[config.mk]
export PLATFORM = sky130hd
export DESIGN_NAME = ext_bus_waitctl
export DESIGN_NICKNAME = d
export VERILOG_FILES = /design/src/rtl/waitctl_pkg.sv /design/src/rtl/waitctl_cfg_latch.sv /design/src/rtl/waitctl_tw_counter.sv /design/src/rtl/waitctl_seq.sv /design/src/rtl/ext_bus_waitctl.sv
export SDC_FILE = /design/constraint.sdc
export NUM_CORES = 1
export LEC_CHECK = 0
export BUFFER_PORTS_ARGS = -buffer_cell sky130_fd_sc_hd__buf_4
export CAP_MARGIN = 20
export CORE_AREA = 2 2 39 41
export CTS_BUF_LIST = sky130_fd_sc_hd__clkbuf_8
export CTS_CLUSTER_DIAMETER = 30
export DETAILED_ROUTE_END_ITERATION = 12
export DIE_AREA = 0 0 41 43
export GPL_TIMING_DRIVEN = 1
export SYNTH_ARGS = -nofsm -noshare
export SYNTH_HDL_FRONTEND = slang
export SYNTH_SLANG_ARGS = --single-unit
[constraint.sdc]
create_clock -name clk -period 1.55 [get_ports clk]
set_clock_uncertainty 0.05 [all_clocks]
set_input_delay 0.3875 -clock clk [delete_from_list [all_inputs] [get_ports clk]]
set_output_delay 0.3875 -clock clk [all_outputs]
set_load 0.005 [all_outputs]
[src/rtl/waitctl_pkg.sv]
// Shared types for the external bus wait-state controller.
// Assumes a 3-bit state code and a 2-bit wait-policy code.
package waitctl_pkg;

    typedef enum logic [2:0] {
        BS_IDLE = 3'd0,
        BS_T1   = 3'd1,
        BS_T2   = 3'd2,
        BS_TW   = 3'd3,
        BS_T3   = 3'd4
    } bus_state_e;

    typedef enum logic [1:0] {
        WM_PROG = 2'd0,
        WM_PIN  = 2'd1,
        WM_AUTO = 2'd2,
        WM_RSVD = 2'd3
    } wait_mode_e;

    // Map the reserved policy code onto program wait.
    function automatic wait_mode_e norm_mode(input logic [1:0] raw);
        if (raw == 2'd3) begin
            return WM_PROG;
        end
        return wait_mode_e'(raw);
    endfunction

endpackage

[src/rtl/waitctl_cfg_latch.sv]
// Holds the wait count and wait policy for the access in progress.
// Loads only when capture_i is high, which the sequencer raises on
// request acceptance. Reset gives count all-ones and program policy.
module waitctl_cfg_latch
    import waitctl_pkg::*;
#(
    parameter int WC_W = 2
) (
    input  logic             clk,
    input  logic             rst_n,
    input  logic             capture_i,
    input  logic [WC_W-1:0]  wc_i,
    input  logic [1:0]       mode_i,
    output logic [WC_W-1:0]  wc_o,
    output wait_mode_e       mode_o
);

    // Capture the configuration at acceptance and hold it otherwise.
    always_ff @(posedge clk) begin
        if (!rst_n) begin
            wc_o   <= '1;
            mode_o <= WM_PROG;
        end else if (capture_i) begin
            wc_o   <= wc_i;
            mode_o <= norm_mode(mode_i);
        end
    end

endmodule

[src/rtl/waitctl_tw_counter.sv]
// Counts the programmed wait states still to run after the current one.
// Loaded while in T2 and decremented in each TW that is not the last
// programmed one. last_o is high when no programmed wait remains.
module waitctl_tw_counter #(
    parameter int WC_W = 2
) (
    input  logic             clk,
    input  logic             rst_n,
    input  logic             load_i,
    input  logic [WC_W-1:0]  load_val_i,
    input  logic             dec_i,
    output logic             last_o
);

    localparam logic [WC_W-1:0] ONE = {{(WC_W-1){1'b0}}, 1'b1};

    logic [WC_W-1:0] rem_q;

    // Load the remaining-wait count or step it down.
    always_ff @(posedge clk) begin
        if (!rst_n) begin
            rem_q <= '0;
        end else if (load_i) begin
            rem_q <= load_val_i;
        end else if (dec_i) begin
            rem_q <= rem_q - ONE;
        end
    end

    // Flag the final programmed wait.
    always_comb begin
        last_o = (rem_q == '0);
    end

endmodule

[src/rtl/waitctl_seq.sv]
// Bus-state sequencer: idle, T1, T2, TW, T3. It decides at the end of
// T2 and of each TW whether another wait is due, from the captured
// count, the captured policy and the wait input. The done flag is
// registered from the next state so that it lines up with T3.
module waitctl_seq
    import waitctl_pkg::*;
#(
    parameter int WC_W = 2
) (
    input  logic             clk,
    input  logic             rst_n,
    input  logic             req_i,
    input  logic             wait_n_i,
    input  logic [WC_W-1:0]  wc_i,
    input  wait_mode_e       mode_i,
    input  logic             last_i,
    output bus_state_e       state_o,
    output logic             done_o,
    output logic             capture_o,
    output logic             load_o,
    output logic [WC_W-1:0]  load_val_o,
    output logic             dec_o
);

    localparam logic [WC_W-1:0] ONE = {{(WC_W-1){1'b0}}, 1'b1};

    bus_state_e nxt;
    logic       pin_hold;
    logic       have_prog;

    // Policy-dependent helpers for the wait decision.
    always_comb begin
        pin_hold  = (mode_i == WM_PIN) && !wait_n_i;
        have_prog = (wc_i != '0);
    end

    // Next-state decision.
    always_comb begin
        nxt = state_o;
        unique case (state_o)
            BS_IDLE: if (req_i) nxt = BS_T1;
            BS_T1:   nxt = BS_T2;
            BS_T2: begin
                if (have_prog) begin
                    nxt = ((mode_i == WM_AUTO) && wait_n_i) ? BS_T3 : BS_TW;
                end else begin
                    nxt = pin_hold ? BS_TW : BS_T3;
                end
            end
            BS_TW: begin
                if (!last_i || pin_hold) nxt = BS_TW;
                else                     nxt = BS_T3;
            end
            BS_T3:   nxt = BS_IDLE;
            default: nxt = BS_IDLE;
        endcase
    end

    // Control strobes for the config latch and wait counter.
    always_comb begin
        capture_o  = (state_o == BS_IDLE) && req_i;
        load_o     = (state_o == BS_T2);
        load_val_o = have_prog ? (wc_i - ONE) : '0;
        dec_o      = (state_o == BS_TW) && !last_i;
    end

    // State and done registers.
    always_ff @(posedge clk) begin
        if (!rst_n) begin
            state_o <= BS_IDLE;
            done_o  <= 1'b0;
        end else begin
            state_o <= nxt;
            done_o  <= (nxt == BS_T3);
        end
    end

endmodule

[src/rtl/ext_bus_waitctl.sv]
// Top level of the external bus wait-state controller. It ties together
// the config latch, the wait counter and the sequencer. It assumes all
// inputs are settled at the rising edge of clk, which stands for the
// sampling edge on the bus.
module ext_bus_waitctl
    import waitctl_pkg::*;
#(
    parameter int WC_W = 2
) (
    input  logic             clk,
    input  logic             rst_n,
    input  logic             acc_req_i,
    input  logic [WC_W-1:0]  wait_cnt_i,
    input  logic [1:0]       wait_mode_i,
    input  logic             wait_n_i,
    output logic [2:0]       bus_state_o,
    output logic             cycle_done_o
);

    logic [WC_W-1:0] wc_q;
    wait_mode_e      mode_q;
    logic            capture;
    logic            load;
    logic [WC_W-1:0] load_val;
    logic            dec;
    logic            last;
    bus_state_e      state;

    waitctl_cfg_latch #(.WC_W(WC_W)) u_cfg (
        .clk       (clk),
        .rst_n     (rst_n),
        .capture_i (capture),
        .wc_i      (wait_cnt_i),
        .mode_i    (wait_mode_i),
        .wc_o      (wc_q),
        .mode_o    (mode_q)
    );

    waitctl_tw_counter #(.WC_W(WC_W)) u_cnt (
        .clk        (clk),
        .rst_n      (rst_n),
        .load_i     (load),
        .load_val_i (load_val),
        .dec_i      (dec),
        .last_o     (last)
    );

    waitctl_seq #(.WC_W(WC_W)) u_seq (
        .clk        (clk),
        .rst_n      (rst_n),
        .req_i      (acc_req_i),
        .wait_n_i   (wait_n_i),
        .wc_i       (wc_q),
        .mode_i     (mode_q),
        .last_i     (last),
        .state_o    (state),
        .done_o     (cycle_done_o),
        .capture_o  (capture),
        .load_o     (load),
        .load_val_o (load_val),
        .dec_o      (dec)
    );

    // Present the state code on the port.
    always_comb begin
        bus_state_o = state;
    end

endmodule

# Yosys cells after proc, flatten, opt, wreduce, memory -nomap -nowiden
# Index checks and enable logic that the tools add are counted.
# Widths: inputs -> output; s select.
[totals] input_bits=8 wordCells=39 register_bits=10
[op_classes] reduce_logical=11 n_addsub=2 eq_ne=7 muxes=14
[ops] cell="$mux 3" count=5
[ops] cell="$pmux 3 s4" count=1
[ops] cell="$mux 2" count=5
[ops] cell="$eq 3x2->1 const B" count=2
[ops] cell="$eq 2x2->1 const B" count=2
[ops] cell="$logic_and 1x1->1" count=4
[ops] cell="$reduce_bool 2->1" count=2
[ops] cell="$sub 2x1->2 const B" count=2
[ops] cell="$eq 3x1->1 const B" count=1
[ops] cell="$eq 3x3->1 const B" count=1
[ops] cell="$logic_not 3->1" count=1
[ops] cell="$mux 1" count=3
[ops] cell="$eq 2x1->1 const B" count=1
[ops] cell="$logic_not 1->1" count=2
[ops] cell="$logic_not 2->1" count=1
[ops] cell="$logic_or 1x1->1" count=1

# Logic depth before layout (Yosys ltp)
[depth] ltp_word=6 mapped_depth=5

# Modules after synthesis
# A second synthesis with hierarchy kept.
[unflattened] hier_cells=56 area_unflattened_um2=504.2
[by_module_without_submodules] mod="waitctl_seq" instances=1 cells_per_inst=29 area_each_um2=236.5
[by_module_without_submodules] mod="waitctl_cfg_latch" instances=1 cells_per_inst=14 area_each_um2=147.6
[by_module_without_submodules] mod="waitctl_tw_counter" instances=1 cells_per_inst=13 area_each_um2=120.1

# Worst setup path after synthesis
# Ideal clock, no wire load.
[synth_timing] kind="flip-flop to flip-flop" from="register u_seq.state_o[0]" to="register u_cnt.rem_q[1]" t_arrival_ps=1199 path_stages_with_launch=5 path_slack_ps=210 setup_time_ps=91 path_buffers=1 path_cell_list="dfxtp_1 buf_6 nor3b_1 mux2_1 a311oi_1"
[synth_via] elab_chain_cells=3 word_cells_on_any_way=5 classes_between="2 x eq/ne; 1 x mux; 2 x reduce/logical"
[synth_rtl] element="from (decl)" line="waitctl_seq.sv:17" text="output bus_state_e state_o,"
[synth_rtl] element="from (signal assigned)" line="waitctl_seq.sv:73" text="state_o <= nxt;"
[synth_rtl] element="$eq 3x2->1" line="waitctl_seq.sv:64" text="dec_o = (state_o == BS_TW) && !last_i;"
[synth_rtl] element="$logic_and 1x1->1" line="waitctl_seq.sv:64"
[synth_rtl] element="$reduce_bool 2->1 (no source line)"
[synth_rtl] element="to (signal assigned)" line="waitctl_tw_counter.sv:24" text="rem_q <= load_val_i;"
[synth_rtl] element="to (signal assigned)" line="waitctl_tw_counter.sv:26" text="rem_q <= rem_q - ONE;"
[synth_rtl] element="to (decl)" line="waitctl_tw_counter.sv:17" text="logic [WC_W-1:0] rem_q;"
# Parallel ways exist; a longest one is shown, timed or not.
# A chain may end at the register's enable or synchronous reset.

# Worst setup path after layout
[layout_timing] from="register u_seq.state_o[1]" to="register u_cnt.rem_q[1]"
# The elaborated chain is that of the path after synthesis.

==> qor.txt <==
Total power: 754 uW
Rows: 14
Core outline area: 0.00138 mm^2
Port Buf Inserts: 11
Cell Pwr Density: 1110 mW/mm^2
Period minus WS final: 1.41 ns
Total number of vias: 444
Syn Inst Count: 57
Netlist cell types: 21
Area occupied by registers: 201 um^2
Die Wd: 41 um
Insertion delay to the later sink of the worst-skew pair: 0.23 ns
Commonest non-fill, non-tap cell in the layout: buf_4
Postcts setup bufs: 0
CTS Buf Count: 3
Placer Congestion: 0.744
Fillers: 138
Status: finished clean
HP Class: input port to flop
Drt first pass iters: 4
CTS tree: done
Ant diodes: 0
Total wire length: 1020 um
Area of the die: 0.00176 mm^2
Nets: 82
CP Launch Type: flop
Dpl hpwl: 797 um
R2r endpoint: u_cnt.rem_q[1]
Residual DRC: 0
FF-to-FF setup slack: 0.14 ns
Hold path depth: 3
Root Driver: clkbuf_8
Hold Crit Endpoint: u_cfg.wc_o[0]
Finished Core Util: 49.0%
Worst setup path class: flop to flop
Ys Warns: 0
Avg Vias per Cell: 5.10
Avg Inst Size Synth: 9.42 um^2
Synthesis-to-finish area growth: 26.3%
CTS sink count: 10
Multi-input gate area: 310 um^2
Slew margin rel.: 76.0%
Worst VDD drop: 0.614 mV
Worst Hold Launch: wait_cnt_i[0]
First-pass GRT wire length: 1710 um
Initial antenna violation count: 0
Post-synthesis net count: 66
Total GRT Usage: 14.9%
WL/cell: 11.7 um
Slew @ Worst Pin: 0.359 ns
LEAKAGE: 0.280 nW
GR Overflow Total: 0
Seq/Total Area, Yosys: 37.3%
#FFs+latches synth: 10
Arr. time, crit path: 1.50 ns
R2R cell count: 3
Required @ worst endpoint: 1.64 ns
Initial core utilization: 38.8%
Crit end category: flop
Setup_tns: 0 ns
Hold_ws: 0.322 ns
Clock Pin Slew Worst Setup and Hold Paths: 0.05 ns
Slew Limit Fails: 0
RSZ-0062 raised after global routing: false
Final ANT Viol Nets: 0
Hold Violations, Final: 0
IO Count: 12
CTS Buffer Depth: 2
Iter 0 DRT Violations: 5
Largest net degree at the start of global routing: 11
Number of global-route vias before repair: 407
H-tree levels: 1
Largest fanout on the critical path: 6
Layout cells sized above 1: 31.0%
Count of final setup violators: 0
Post-Syn Area: 537 um^2
Worst R2R Start: u_seq.state_o[1]
Fmax: 709 MHz
Die H: 43 um
Max cap viols: 0
Commonest cells after routing, fill and taps aside: buf_4, dfxtp_1, a21oi_1
Period Utilization, post-route: 90.9%
==> stage by stage <==
stage	instances	instance area [um^2]	setup WS [ns]
after floorplan	57	537	0.210
after global placement	84	636	0.134
after detailed placement	84	636	0.128
after CTS	87	677	0.113
after global routing	87	678	0.00939
final	87	678	0.141
==> how the worst max path moves through the flow <==
| stage | from | slack (ns) | cells past startpoint | endpoint |
|---|---|---|---|---|
| CTS | u_seq.state_o[1] | 0.11 | 3 | u_cnt.rem_q[1] |
| floorplan | u_seq.state_o[0] | 0.21 | 4 | u_cnt.rem_q[1] |
| detailed placement | u_seq.state_o[1] | 0.13 | 3 | u_cnt.rem_q[1] |
| finish | u_seq.state_o[1] | 0.14 | 3 | u_cnt.rem_q[1] |
| global placement | u_seq.state_o[1] | 0.13 | 3 | u_cnt.rem_q[1] |
| global route | u_seq.state_o[1] | 0.009 | 3 | u_cnt.rem_q[1] |
==> report_power, final <==
part           total [mW]  switching (mW)  internal, mW
combinational       0.173          0.0733        0.0995
clock               0.260          0.0908         0.169
sequential          0.321          0.0363         0.285
==> worst max-delay path: stages (launching register included) <==
cell and delay (ns):
dfxtp_1 0.45, nor3b_1 0.23, mux2_1 0.34, a311oi_1 0.25
==> layer usage <==
layer  wire, um  global-route usage (%)  part of all wire (%)  vias to the layer above
li1           -                       -                     -                      231
met1        473                    17.6                    46                      201
met2        482                    21.9                    47                       10
met3         56                    4.71                   5.5                        2
met4          9                    10.0                  0.88                        0
met5          0                       0                     0                        -
==> cell families after synthesis <==
kind of cell	after synthesis	synth area share (%)
adder cells (fa/ha/maj)	1	2.33
buffers and inverters	5	4.89
flip-flops	10	37.3
AND/OR/NAND/NOR	22	27.5
multiplexers	3	5.83
AO/OA/AOI/OAI	16	22.1
==> area by class of cell <==
cell class                 count  area share (%)
tap                           16            2.95
multi-input combinational     42            45.8
clock buffer                   3            6.09
timing repair buffer          12            13.3
sequential                    10            29.7
inverter                       4            2.21
==> flip-flops by register name, summed over array words and instances (netlist names) <==
register,cells
u_cfg.mode_o,2
u_cfg.wc_o,2
u_cnt.rem_q,2
u_seq.done_o,1
u_seq.state_o,3
==> Yosys cell counts, drive strengths merged <==
master  number  area (um^2)
dfxtp       10          200
a21oi        7         35.0
nand2        6         22.5
inv          4         15.0
nand2b       4         25.0
nor3b        4         30.0
nor2b        3         18.8
mux2i        2         20.0
nand3b       2         15.0
o21a         2         15.0
o21ba        2         20.0
or2          2         12.5
a311oi       1         8.76
buf          1         11.3
ha           1         12.5
mux2         1         11.3
nor4b        1         23.8
o21bai       1         7.51
o311ai       1         8.76
o31ai        1         7.51
o32ai        1         16.3
==> timing repair <==
| action | CTS | global route |
|---|---|---|
| setup endpoints to repair | 0 | 1 |
| hold buffers | 0 | 0 |
| resized for setup | 0 | 1 |
Note: power is estimated with default switching activity, not from simulation.
